`config.mk`:
```
export PLATFORM = sky130hd
export DESIGN_NAME = cc_interval_timer
export DESIGN_NICKNAME = d
export VERILOG_FILES = /design/src/rtl/cct_pkg.sv /design/src/rtl/cct_trig_edge.sv /design/src/rtl/cct_counter.sv /design/src/rtl/cct_channel.sv /design/src/rtl/cc_interval_timer.sv
export SDC_FILE = /design/constraint.sdc
export NUM_CORES = 1
export LEC_CHECK = 0
export BUFFER_PORTS_ARGS = -buffer_cell sky130_fd_sc_hd__buf_2
export CORE_MARGIN = 2
export CORE_UTILIZATION = 65
export CTS_BUF_LIST = sky130_fd_sc_hd__clkbuf_4 sky130_fd_sc_hd__clkbuf_8
export CTS_CLUSTER_SIZE = 10
export DETAILED_ROUTE_END_ITERATION = 7
export GPL_ROUTABILITY_DRIVEN = 0
export PLACE_DENSITY = 0.85
export REMOVE_ABC_BUFFERS = 1
export SLEW_MARGIN = 20
export SYNTH_ARGS = -nofsm -noshare
export SYNTH_HDL_FRONTEND = slang
export SYNTH_SLANG_ARGS = --single-unit
export TNS_END_PERCENT = 5
```
`constraint.sdc`:
```
create_clock -name clk -period 3.09 [get_ports clk]
set_clock_uncertainty 0.1 [all_clocks]
set_input_delay 0 -clock clk [delete_from_list [all_inputs] [get_ports clk]]
set_output_delay 0 -clock clk [all_outputs]
set_load 0.01 [all_outputs]
```
`src/rtl/cct_pkg.sv`:
```
package cct_pkg;
    localparam int OFS_COUNT = 0;
    localparam int OFS_CMP0  = 1;
    localparam int OFS_CMP1  = 2;
    localparam int OFS_CC0   = 3;
    localparam int OFS_CC1   = 4;
    localparam int OFS_CTRL  = 5;
    localparam int OFS_STAT  = 6;

    localparam int NUM_TRIG  = 2;
    localparam int NUM_CH    = 4;

    typedef enum logic [1:0] {
        EDGE_OFF  = 2'b00,
        EDGE_RISE = 2'b01,
        EDGE_FALL = 2'b10,
        EDGE_BOTH = 2'b11
    } edge_sel_e;

    // packed from MSB down: interval ends up in bit 0
    typedef struct packed {
        edge_sel_e edge_b;
        edge_sel_e edge_a;
        logic      cc0_src_b;
        logic      cc1_cap;
        logic      cc0_cap;
        logic      interval;
    } ctrl_t;

    localparam int CTRL_W = $bits(ctrl_t);
endpackage

```
`src/rtl/cct_trig_edge.sv`:
```
module cct_trig_edge
    import cct_pkg::*;
(
    input  logic      clk,
    input  logic      rst_n,
    input  logic      pin,
    input  edge_sel_e sel,
    output logic      hit
);
    typedef struct packed {
        logic s1;
        logic s2;
        logic prev;
    } sync_t;

    sync_t st_d, st_q;
    logic  rise, fall;
    logic [1:0] sel_bits;

    always_comb begin
        st_d.s1   = pin;
        st_d.s2   = st_q.s1;
        st_d.prev = st_q.s2;
        sel_bits  = sel;
        rise      = st_q.s2 & ~st_q.prev;
        fall      = ~st_q.s2 & st_q.prev;
        hit       = (sel_bits[0] & rise) | (sel_bits[1] & fall);
    end

    always_ff @(posedge clk or negedge rst_n) begin
        if (!rst_n) st_q <= '0;
        else        st_q <= st_d;
    end
endmodule

```
`src/rtl/cct_counter.sv`:
```
module cct_counter #(
    parameter int W = 16
) (
    input  logic         clk,
    input  logic         rst_n,
    input  logic         tick,
    input  logic         interval,
    input  logic         load,
    input  logic [W-1:0] load_val,
    input  logic [W-1:0] cmp0,
    input  logic         ovf_clr,
    output logic [W-1:0] cnt,
    output logic         ovf
);
    localparam logic [W-1:0] CNT_MAX = {W{1'b1}};

    typedef struct packed {
        logic [W-1:0] cnt;
        logic         ovf;
    } cnt_st_t;

    cnt_st_t st_d, st_q;
    logic    wrap;

    always_comb begin
        st_d = st_q;
        wrap = 1'b0;
        if (load) begin
            st_d.cnt = load_val;
        end else if (tick) begin
            if (interval && (st_q.cnt == cmp0)) begin
                st_d.cnt = '0;
            end else begin
                st_d.cnt = st_q.cnt + 1'b1;
                wrap     = !interval && (st_q.cnt == CNT_MAX);
            end
        end
        if (ovf_clr) st_d.ovf = 1'b0;
        if (wrap)    st_d.ovf = 1'b1;
    end

    always_ff @(posedge clk or negedge rst_n) begin
        if (!rst_n) st_q <= '0;
        else        st_q <= st_d;
    end

    assign cnt = st_q.cnt;
    assign ovf = st_q.ovf;
endmodule

```
`src/rtl/cct_channel.sv`:
```
module cct_channel #(
    parameter int W = 16
) (
    input  logic         clk,
    input  logic         rst_n,
    input  logic         tick,
    input  logic [W-1:0] cnt,
    input  logic         wr,
    input  logic [W-1:0] wdata,
    input  logic         cap_mode,
    input  logic         trig_hit,
    output logic [W-1:0] val,
    output logic         irq
);
    typedef struct packed {
        logic [W-1:0] val;
        logic         irq;
    } ch_st_t;

    ch_st_t st_d, st_q;
    logic   cap_ev;
    logic   cmp_ev;

    always_comb begin
        cap_ev   = cap_mode && trig_hit;
        cmp_ev   = !cap_mode && tick && (cnt == st_q.val);
        st_d.val = st_q.val;
        if (cap_ev)  st_d.val = cnt;
        else if (wr) st_d.val = wdata;
        st_d.irq = cap_ev || cmp_ev;
    end

    always_ff @(posedge clk or negedge rst_n) begin
        if (!rst_n) st_q <= '0;
        else        st_q <= st_d;
    end

    assign val = st_q.val;
    assign irq = st_q.irq;
endmodule

```
`src/rtl/cc_interval_timer.sv`:
```
module cc_interval_timer
    import cct_pkg::*;
#(
    parameter int CNT_W  = 16,
    parameter int ADDR_W = 3
) (
    input  logic              clk,
    input  logic              rst_n,
    input  logic              tick,
    input  logic              wr_en,
    input  logic [ADDR_W-1:0] addr,
    input  logic [CNT_W-1:0]  wdata,
    output logic [CNT_W-1:0]  rdata,
    input  logic              trig_a,
    input  logic              trig_b,
    output logic [1:0]        irq_cmp,
    output logic [1:0]        irq_cc,
    output logic              ovf_flag
);
    localparam logic [ADDR_W-1:0] AD_COUNT = ADDR_W'(OFS_COUNT);
    localparam logic [ADDR_W-1:0] AD_CMP0  = ADDR_W'(OFS_CMP0);
    localparam logic [ADDR_W-1:0] AD_CMP1  = ADDR_W'(OFS_CMP1);
    localparam logic [ADDR_W-1:0] AD_CC0   = ADDR_W'(OFS_CC0);
    localparam logic [ADDR_W-1:0] AD_CC1   = ADDR_W'(OFS_CC1);
    localparam logic [ADDR_W-1:0] AD_CTRL  = ADDR_W'(OFS_CTRL);
    localparam logic [ADDR_W-1:0] AD_STAT  = ADDR_W'(OFS_STAT);

    // control register, two-process
    ctrl_t ctrl_d, ctrl_q;

    always_comb begin
        ctrl_d = ctrl_q;
        if (wr_en && addr == AD_CTRL) ctrl_d = ctrl_t'(wdata[CTRL_W-1:0]);
    end

    always_ff @(posedge clk or negedge rst_n) begin
        if (!rst_n) ctrl_q <= '0;
        else        ctrl_q <= ctrl_d;
    end

    // trigger synchronizers and edge qualifiers
    logic [NUM_TRIG-1:0] trig_pin;
    logic [NUM_TRIG-1:0] trig_hit;
    edge_sel_e           trig_sel [NUM_TRIG];

    always_comb begin
        trig_pin    = {trig_b, trig_a};
        trig_sel[0] = ctrl_q.edge_a;
        trig_sel[1] = ctrl_q.edge_b;
    end

    for (genvar t = 0; t < NUM_TRIG; t++) begin : g_trig
        cct_trig_edge u_edge (
            .clk   (clk),
            .rst_n (rst_n),
            .pin   (trig_pin[t]),
            .sel   (trig_sel[t]),
            .hit   (trig_hit[t])
        );
    end

    // counter
    logic [CNT_W-1:0] cnt_q;
    logic             ovf_q;
    logic [CNT_W-1:0] ch_val [NUM_CH];
    logic             cnt_load;
    logic             ovf_clr;

    always_comb begin
        cnt_load = wr_en && (addr == AD_COUNT);
        ovf_clr  = wr_en && (addr == AD_STAT) && wdata[0];
    end

    cct_counter #(.W(CNT_W)) u_cnt (
        .clk      (clk),
        .rst_n    (rst_n),
        .tick     (tick),
        .interval (ctrl_q.interval),
        .load     (cnt_load),
        .load_val (wdata),
        .cmp0     (ch_val[0]),
        .ovf_clr  (ovf_clr),
        .cnt      (cnt_q),
        .ovf      (ovf_q)
    );

    // channels: 0,1 compare only; 2,3 capture/compare
    logic [NUM_CH-1:0] cap_mode;
    logic [NUM_CH-1:0] cap_trig;
    logic [NUM_CH-1:0] ch_irq;

    always_comb begin
        cap_mode = {ctrl_q.cc1_cap, ctrl_q.cc0_cap, 2'b00};
        cap_trig = {trig_hit[0], (ctrl_q.cc0_src_b ? trig_hit[1] : trig_hit[0]), 2'b00};
    end

    for (genvar ch = 0; ch < NUM_CH; ch++) begin : g_ch
        localparam logic [ADDR_W-1:0] CH_AD = ADDR_W'(OFS_CMP0 + ch);
        cct_channel #(.W(CNT_W)) u_ch (
            .clk      (clk),
            .rst_n    (rst_n),
            .tick     (tick),
            .cnt      (cnt_q),
            .wr       (wr_en && (addr == CH_AD)),
            .wdata    (wdata),
            .cap_mode (cap_mode[ch]),
            .trig_hit (cap_trig[ch]),
            .val      (ch_val[ch]),
            .irq      (ch_irq[ch])
        );
    end

    // read mux
    always_comb begin
        case (addr)
            AD_COUNT: rdata = cnt_q;
            AD_CMP0:  rdata = ch_val[0];
            AD_CMP1:  rdata = ch_val[1];
            AD_CC0:   rdata = ch_val[2];
            AD_CC1:   rdata = ch_val[3];
            AD_CTRL:  rdata = CNT_W'(ctrl_q);
            AD_STAT:  rdata = CNT_W'(ovf_q);
            default:  rdata = '0;
        endcase
    end

    assign irq_cmp  = ch_irq[1:0];
    assign irq_cc   = ch_irq[3:2];
    assign ovf_flag = ovf_q;
endmodule

```
# After elaboration in Yosys (flattened, before gate mapping)
# Cells that the tools add are included.
# W data, S select, Z words.
[classes] addsub=1 n_bitwise=14 eq_ne=11 reduce_logical=28 mux=14
[op_table] operator="$mux W16" n=7
[op_table] operator="$pmux W16 S7" n=1
[op_table] operator="$eq A16 B16 Y1" n=4
[op_table] operator="$logic_and A1 B1 Y1" n=18
[op_table] operator="$add A16 B1 Y16 const B" n=1
[op_table] operator="$eq A16 B16 Y1 const B" n=1
[op_table] operator="$eq A3 B3 Y1 const B" n=3
[op_table] operator="$and A1 B1 Y1" n=8
[op_table] operator="$reduce_bool A2 Y1" n=4
[op_table] operator="$eq A3 B2 Y1 const B" n=2
[op_table] operator="$mux W1" n=6
[op_table] operator="$not A1 Y1" n=4
[op_table] operator="$eq A3 B1 Y1 const B" n=1
[op_table] operator="$logic_not A1 Y1" n=3
[op_table] operator="$logic_not A3 Y1" n=1
[op_table] operator="$logic_or A1 B1 Y1" n=2
[op_table] operator="$or A1 B1 Y1" n=2
[word_totals] word_cells=90 register_bits=99 output_inout_bits=21 in_bits=25

# Longest topological paths before layout
# Gate-level depths: netlist (run 1).
[depth] word_depth=7 ltp_mapped=7 ltp_nobuf=6

# By module
# From an unflattened synthesis (run 1), not the netlist that was laid out.
[unflattened] cells_unflattened=661 area_unflattened_um2=6424.9
[by_module_without_submodules] module="cct_channel" instances=4 seq_area_each_um2=425.4 area_each_um2=948.4 cells_each=94
[by_module_without_submodules] module="cc_interval_timer" instances=1 seq_area_each_um2=200.2 area_each_um2=1243.7 cells_each=134
[by_module_without_submodules] module="cct_counter" instances=1 seq_area_each_um2=425.4 area_each_um2=1197.4 cells_each=139
[by_module_without_submodules] module="cct_trig_edge" instances=2 seq_area_each_um2=75.1 area_each_um2=95.1 cells_each=6

# Least setup slack after synthesis (run 1)
# Ideal clock, no wire load.
[synth_path] kind="flip-flop to flip-flop" from="reg u_cnt.st_q (netlist bit u_cnt.cnt[1])" to="reg u_cnt.st_q (netlist bit u_cnt.cnt[8])" setup_slack_ns=1.291 path_buffers=1 period_less_slack_ns=1.799 arrival_time_ns=1.559 required_time_ns=2.849 setup_ns=0.141 stages_incl_launch_ff=7 cell_sequence="dfrtp_1 buf_4 xor2_1 nor4_2 nand4_2 a31oi_2 o221ai_1"
[synth_between] elab_chain_cells=5 word_cells_on_any_way=6 cone_classes="1 x add/sub; 1 x eq/ne; 3 x mux; 1 x reduce/logical"
[synth_rtl] item="from (decl)" line_no="cct_counter.sv:22" text="cnt_st_t st_d, st_q;"
[synth_rtl] item="from (signal assigned)" line_no="cct_counter.sv:44" text="else st_q <= st_d;"
[synth_rtl] item="parallel branches: the longest is 2 deep, another holds $add A16 B1 Y16"
[synth_rtl] item="$mux W16 (*)" line_no="cct_counter.sv:31" text="if (interval && (st_q.cnt == cmp0)) begin"
[synth_rtl] item="$mux W16 (*)" line_no="cct_counter.sv:30" text="end else if (tick) begin"
[synth_rtl] item="$mux W16 (*)" line_no="cct_counter.sv:28" text="if (load) begin"
# Mark *: on every way between the ends. The select of a mux whose other input is x is not followed.
# A chain may end at the register's enable or synchronous reset.

# Worst setup path after layout (run 1)
[layout_path] from="reg u_cnt.st_q (netlist bit u_cnt.cnt[9])" to="reg u_cnt.st_q (netlist bit u_cnt.cnt[4])"
[layout_between] elab_chain_cells=5
[layout_rtl] item="$eq A16 B16 Y1" line_no="cct_counter.sv:31"
[layout_rtl] item="$logic_and A1 B1 Y1" line_no="cct_counter.sv:31"
[layout_rtl] item="$mux W16" line_no="cct_counter.sv:31"
[layout_rtl] item="$mux W16" line_no="cct_counter.sv:30"
[layout_rtl] item="$mux W16" line_no="cct_counter.sv:28"
# No other way between the ends. The select of a mux whose other input is x is not followed.

==> results of run 1 <==
-- metrics by stage --
stage               util, %  cells  total power, mW
finish                 73.5    736             4.81
floorplan                 -    525             3.16
global route           73.5    736             5.05
detailed placement     68.3    696             3.75
global placement       68.3    696             3.68
CTS                    73.4    736             4.75
-- synth_stat cells, drive strengths merged (3+ instances only) --
cell type and n:
mux4 12, a22o 9, nand4 13, o22ai 3, nor2b 3, o31ai 5, nand3b 3, nor3 6
nor2 49, mux2 46, clkbuf 13, xnor2 10, buf 38, a21oi 49, o21ai 17, nand2 28
mux2i 40, o311ai 3, nand3 9, xor2 61, and2 3, and3 10, nor4 16, a31oi 4
inv 3, dfrtp 99
-- cells by family after synthesis --
kind of cell,count (synthesis),synth area share (%)
muxes,98,19.6
AOI/OAI and AO/OA,103,10.6
adders and majority gates,1,0.206
xor gates and xnor gates,71,10.2
buffers and inverters,55,5.36
and+or+nand+nor,149,13.2
DFF,99,40.8
-- report_power, final --
part           switching, mW  internal (mW)  total, mW  leakage, nW
Clock                  0.471          0.492      0.963        0.114
Combinational          0.848          0.806       1.65         1.68
Sequential             0.525           1.66       2.19         1.16
Total                   1.84           2.96       4.81         2.96
-- flip-flops by register name, summed over array words and instances, names as in the netlist --
register,flops
g_trig.u_edge.st_d,4
u_cnt.cnt,16
g_ch.u_ch.irq,4
cap_mode,2
g_ch.u_ch.val,64
ctrl_q,6
g_trig.u_edge.st_q,2
u_cnt.ovf,1
-- timing repair --
action	4_1_cts	5_1_grt
hold buffers	24	0
gates resized for setup	0	3
endpoints found under the hold margin	134	0
setup endpoints to repair	0	3
-- layout make-up --
| class | instances | area share, % |
|---|---|---|
| sequential | 99 | 36.9 |
| tap | 111 | 2.07 |
| clock inverter | 5 | 1.27 |
| timing repair buffer | 84 | 8.63 |
| multi-input combinational | 422 | 48.8 |
| inverter | 4 | 0.223 |
| clock buffer | 11 | 2.16 |
-- metal layers --
metal,global-route usage (%),share of wire [%],up-vias
met5,0,0,-
met4,13.5,3.5,0
met3,8.95,10,70
met2,54.8,48,344
met1,45.7,38,2445
li1,-,-,2156
-- how the worst max path moves through the flow --
stage                                       endpoint  slack, ns
after global placement      u_cnt.cnt[8]$_DFFE_PN0P_       0.73
after detailed placement    u_cnt.cnt[8]$_DFFE_PN0P_       0.68
after global routing        u_cnt.cnt[4]$_DFFE_PN0P_       0.05
after floorplan           g_ch[2].u_ch.irq$_DFF_PN0_       0.84
final                       u_cnt.cnt[4]$_DFFE_PN0P_       0.09
after CTS                   u_cnt.cnt[3]$_DFFE_PN0P_       0.18
==> results.tsv, run 1 <==
stage	metric	value	unit
clock_tree	TritonCTS clock tree	built	
global_route	largest net degree at the start of global routing	46	
synth	Synth area leader	dfrtp_1	
placement	Post-DP Area	0.00625	mm^2
critical_path	worst reg-to-reg path cell count	6	
synth	post-synthesis sequential area ratio	40.8	%
clock_tree	clock root cell	clkbuf_8	
layout	# diodes	0	
detailed_routing	Wirelength per Cell	22.5	um
global_route	initial antenna violation count	0	
global_route	first-pass GRT wire length	26500	um
detailed_routing	initial drt markers	666	
layout	most frequent cells in the layout	dfrtp_1, xor2_1, nor2_1	
clock_tree	Post-CTS Setup Inserts	0	
sta	Hold Slack	0.0767	ns
layout	area of the multi-input gates	0.00328	mm^2
critical_path	Worst Path Class, Setup	reg2reg	
layout	layout cells sized above 1	24.6	%
sta	unrepaired setup endpoints after global routing	false	
critical_path	Worst R2R Setup Slack	0.09	ns
synth	Synth Instances	576	
sta	setup violators final	0	
layout	Nets	646	
critical_path	crit path DAT	3.15	ns
sta	slew margin rel.	42.0	%
critical_path	CP startpoint	u_cnt.cnt[9]$_DFFE_PN0P_	
sta	Final TNS setup	0	ns
clock_tree	Inserted Clock Buffers	9	
clock_tree	maximum buffer depth of the clock tree	2	
placement	port bufs	45	
detailed_routing	antenna viol nets, final	0	
sta	Worst Slack Setup Final	0.0885	ns
critical_path	crit-path cells	xor2_1 > nor4_1 > nand4_2 > nor2_4 > o31ai_1 > dlygate4sd3_1	
floorplanning	core area	0.00915	mm^2
critical_path	Buf+Inv Stages, Crit Path	1	
critical_path	slowest CP cell	dlygate4sd3_1	
critical_path	worst flop-to-flop path startpoint	u_cnt.cnt[9]$_DFFE_PN0P_	
global_route	GRT Util Overall	34.5	%
floorplanning	Initial Util	66.3	%
pwr	pwr/cell area	715	mW/mm^2
detailed_routing	post-DR vias/cell	6.81	
floorplanning	IO Pins	46	
synth	main area contributors after synthesis	dfrtp_1, xor2_1, mux2_2	
synth	Mean Syn Cell Area	10.5	um^2
critical_path	Top delay family on crit path	simple AND/OR/NAND/NOR gates	
clock_tree	CTS Sinks	99	
detailed_routing	Vias	5015	
floorplanning	FP Rows	35	
layout	fillcell total	593	
synth	dominant synthesized flop cell	dfrtp_1	
worst_hold_path	class of the worst hold path	in2async	
global_route	number of global-route vias before repair	4878	
placement	DPL Wire Length	11400	um
layout	final instance area	0.00672	mm^2
floorplanning	Die X-Extent	101	um
critical_path	Critical Path Source Type	flip-flop	
layout	register area	0.00248	mm^2
clock_tree	Reg clk slew, reported paths	0.10	ns
global_route	grt total ovfl	0	
clock_tree	H-tree depth	3	
flow_run	MaxCap Viol Count	0	
critical_path	Crit path depth	6	
synth	EDFF count, synth	0	
synth	Yosys cell types	59	
detailed_routing	final WL	16600	um
synth	synthesized area	0.00607	mm^2
synth	post-synth top area share	40.8	%
sta	Final period util	97.1	%
critical_path	r2r endpoint	u_cnt.cnt[4]$_DFFE_PN0P_	
outcome	status	completed	
floorplanning	die area	0.0101	mm^2
layout	commonest non-fill, non-tap cell in the layout	dfrtp_1	
sta	f_max	0.333	GHz
synth	Syn. warnings	0	
critical_path	Max stage delay on crit path	0.61	ns
critical_path	Worst EP required	3.24	ns
sta	Final min period	3.00	ns
clock_tree	worst-skew pair later-pin latency	0.37	ns
critical_path	CP max FO	12	
sta	Slew Viols, Final	0	
sta	worst slew pin tran	0.871	ns
pwr	Lkg Pwr	2.96	nW
sta	final hold vios	0	
detailed_routing	drc violations	0	
layout	Area Growth Syn to Fin	10.8	%
synth	Post-synth ARST share	100	%
pwr	maximum vdd ir drop	0.339	mV
detailed_routing	TritonRoute pass-1 iters	6	
floorplanning	Die H	101	um
critical_path	Worst setup EP type	flip-flop	
placement	Setup WS pre-CTS	0.684	ns
synth	Synth Register Bits	99	
Power figures use the tool's default switching activity.
==> inputs of run 2 (changes only) <==
--- a/config.mk
+++ b/config.mk
@@ -5,6 +5,7 @@
 export SDC_FILE = /design/constraint.sdc
 export NUM_CORES = 1
 export LEC_CHECK = 0
+export ABC_AREA = 1
 export BUFFER_PORTS_ARGS = -buffer_cell sky130_fd_sc_hd__buf_2
 export CORE_MARGIN = 2
 export CORE_UTILIZATION = 65
==> constraint.sdc (replaced) <==
create_clock -name clk -period 3.5 [get_ports clk]
set_clock_uncertainty 0.1 [all_clocks]
set_input_delay 0 -clock clk [delete_from_list [all_inputs] [get_ports clk]]
set_output_delay 0 -clock clk [all_outputs]
set_load 0.01 [all_outputs]
==> run 2 against run 1 <==
  * The flow now finishes with violations (DRC, hold timing)
  * Non-clock buffer count is 13 lower
  * Synthesized cell count is 25% higher
  * Highest routed layer unchanged
  * Critical path depth is 2 higher
  * Global-route usage is 4.2 points higher
  * Combinational power is 18% lower
  * Sequential power is 20% lower
  * Critical path type is now in2reg
==> results.tsv, run 2 <==
stage	metric	value	unit
layout	max reg flops	64	
synth	largest family of logic cells by synthesized area	compound AO/OA/AOI/OAI gates	
synth	post-synth top area share	43.0	%
pwr	maximum vdd ir drop	0.272	mV
floorplanning	FP Rows	34	
clock_tree	Post-CTS Setup Inserts	0	
detailed_routing	post-DR vias/cell	6.58	
clock_tree	clock root cell	clkbuf_8	
global_route	number of global-route vias before repair	5592	
clock_tree	Inserted Clock Buffers	9	
sta	slew margin rel.	38.7	%
layout	commonest non-fill, non-tap cell in the layout	nand2_1	
placement	Post-DP Area	0.00593	mm^2
placement	port bufs	45	
detailed_routing	initial drt markers	886	
synth	Post-Synth Adder-Cell Area	0.217	%
critical_path	most used cell along the critical path	inv_2	
synth	Synth area leader	dfrtp_1	
synth	Mean Syn Cell Area	7.98	um^2
critical_path	Max stage delay on crit path	0.86	ns
clock_tree	Reg clk slew, reported paths	0.10	ns
floorplanning	Initial Util	66.7	%
outcome	failing checks	DRC, hold timing	
global_route	GRT Util Overall	38.7	%
pwr	P_int	2.24	mW
critical_path	crit path DAT	2.65	ns
detailed_routing	TritonRoute pass-1 iters	8	
worst_hold_path	class of the worst hold path	in2reg	
floorplanning	Die H	98.1	um
pwr	Overall Power	3.85	mW
synth	main area contributors after synthesis	dfrtp_1, nand2_1, o221ai_1	
layout	area of the multi-input gates	0.00265	mm^2
floorplanning	Die X-Extent	98.1	um
layout	fillcell total	704	
critical_path	Worst EP required	3.64	ns
clock_tree	TritonCTS clock tree	built	
synth	post-synthesis sequential area ratio	43.0	%
global_route	grt total ovfl	0	
sta	Final period util	71.6	%
critical_path	crit-path cells	dlygate4sd3_1 > buf_2 > inv_2 > nand3_2 > nor2_2 > inv_2 > nand2_2 > o221ai_1	
synth	Commonest cells post-synth	nand2_1, dfrtp_1, inv_1	
synth	synthesized area	0.00576	mm^2
placement	dpl cells	840	
clock_tree	CTS Sinks	99	
synth	EDFF count, synth	0	
detailed_routing	drc violations	1	
floorplanning	IO Pins	46	
synth	Syn. warnings	0	
synth	Compound-Gate Fraction of Synth Area	22.8	%
detailed_routing	Wirelength per Cell	20.4	um
layout	Area Growth Syn to Fin	10.0	%
clock_tree	worst-skew pair later-pin latency	0.39	ns
layout	layout cells sized above 1	13.4	%
sta	f_max	0.399	GHz
sta	final hold vios	1	
sta	Slew Viols, Final	0	
clock_tree	maximum buffer depth of the clock tree	2	
critical_path	CP max FO	18	
critical_path	slowest CP cell	nor2_2	
synth	Yosys cell types	37	
sta	Final TNS setup	0	ns
layout	Cell Count, Final, Fillers Out	878	
pwr	clock share of power	19.2	%
floorplanning	core area	0.00864	mm^2
outcome	status	complete, but fails checks	
synth	Synth Instances	721	
global_route	largest net degree at the start of global routing	66	
pwr	sequential share of power	45.6	%
sta	Final min period	2.51	ns
detailed_routing	final WL	17900	um
sta	unrepaired setup endpoints after global routing	false	
layout	final instance area	0.00633	mm^2
synth	Synth Register Bits	99	
pwr	Switching Share	41.9	%
pwr	Comb pwr share	35.2	%
pwr	Lkg Pwr	2.96	nW
synth	mux share of post-synthesis cell area	0	%
flow_run	MaxCap Viol Count	0	
pwr	Psw	1.61	mW
synth	xor and xnor area share after synthesis	3.80	%
synth	Synth Area in Simple Gates	19.3	%
critical_path	Critical Path Source Type	primary input	
layout	most frequent cells in the layout	nand2_1, dfrtp_1, inv_1	
clock_tree	H-tree depth	3	
placement	DPL Wire Length	12300	um
floorplanning	die area	0.00963	mm^2
sta	Hold Slack	-0.00190	ns
critical_path	Worst Path Class, Setup	in2reg	
sta	worst slew pin tran	0.919	ns
global_route	first-pass GRT wire length	29000	um
critical_path	Worst setup EP type	flip-flop	
synth	Post-synth ARST share	100	%
synth	dominant synthesized flop cell	dfrtp_1	
layout	Nets	791	
global_route	initial antenna violation count	0	
detailed_routing	Vias	5775	
layout	register area	0.00248	mm^2
layout	# diodes	0	
synth	most numerous cell in the Yosys netlist	nand2_1	
detailed_routing	antenna viol nets, final	0	
sta	setup violators final	0	
pwr	pwr/cell area	608	mW/mm^2
-- run 2: cell types whose count changed in the layout (fill, tap and decap cells not counted), sizes merged, moves of 17 or more --
cell    before  now
mux2        46    0
xor2        61   17
mux2i       40    0
nor2        49   32
o21ai       17   56
nand3        9   50
o22ai        3   40
inv          4  109
a21oi       49   23
nand2       28  159
o221ai       1   40
-- run 2: through the flow --
| step | hold slack, ns | utilization [%] | setup slack, ns |
|---|---|---|---|
| after CTS | 0.00870 | 73.3 | 1.16 |
| after global routing | 0.00384 | 73.3 | 0.840 |
| after global placement | -0.0379 | 68.6 | 1.37 |
| final | -0.00190 | 73.3 | 0.993 |
| after detailed placement | -0.0343 | 68.6 | 1.31 |
| after floorplan | -0.396 | - | 1.45 |
-- run 2: layer usage --
metal	global-route usage, %	share of wire, %	vias up
met5	0	0	-
met4	20.9	5.4	0
met3	7.87	12	87
met2	59.0	45	482
met1	52.4	38	2654
li1	-	-	2552
-- run 2: power by group through the flow --
stage                     sequential, mW  clock [mW]  combinational [mW]
after detailed placement            1.76           0                1.29
after global routing                1.78       0.767                1.50
after CTS                           1.74       0.729                1.32
after floorplan                     1.67           0               0.935
after global placement              1.75           0                1.25
final                               1.75       0.739                1.36
-- run 2: cells by family after synthesis --
family,count (synthesis)
AOI/OAI and AO/OA,197
xor gates and xnor gates,25
and+or+nand+nor,254
buffers and inverters,145
adders and majority gates,1
DFF,99
-- run 2: layout make-up --
cell class	instances	share of cell area, %
repair buffers	71	7.55
clock buffers	10	2.17
clock inverters	6	0.751
inverters	107	6.38
multi-input cells	477	41.9
flip-flops and latches	99	39.1
well taps	108	2.13
-- run 2: timing repair --
action / 4_1_cts / 5_1_grt
gates resized for setup: 0 / 0
endpoints found under the hold margin: 184 / 0
hold buffers: 22 / 0
-- run 2: worst max-delay path: cells and delay by family --
| kind | cells | cell delay, ns |
|---|---|---|
| compound gates | 1 | 0.19 |
| buf+inv | 4 | 0.88 |
| simple gates | 3 | 1.57 |
-- run 2: path summary, 6_finish.rpt --
check | startpoint | endpoint | slack (ns) | cells past startpoint
max in group asynchronous | rst_n | g_ch[2].u_ch.val[7]$_DFFE_PN0P_ | 2.49 | 3
min reg2reg | g_trig[1].u_edge.st_d[1]$_DFF_PN0_ | g_trig[1].u_edge.st_d[0]$_DFF_PN0_ | 0.26 | 0
max | addr[2] | g_ch[2].u_ch.val[10]$_DFFE_PN0P_ | 0.99 | 8
min | addr[0] | u_cnt.ovf$_DFFE_PN0P_ | -0.002 | 5
max reg2reg | ctrl_q[5]$_DFFE_PN0P_ | g_ch[2].u_ch.val[10]$_DFFE_PN0P_ | 1.20 | 8
min in group asynchronous | rst_n | g_ch[0].u_ch.val[2]$_DFFE_PN0P_ | 0.08 | 3
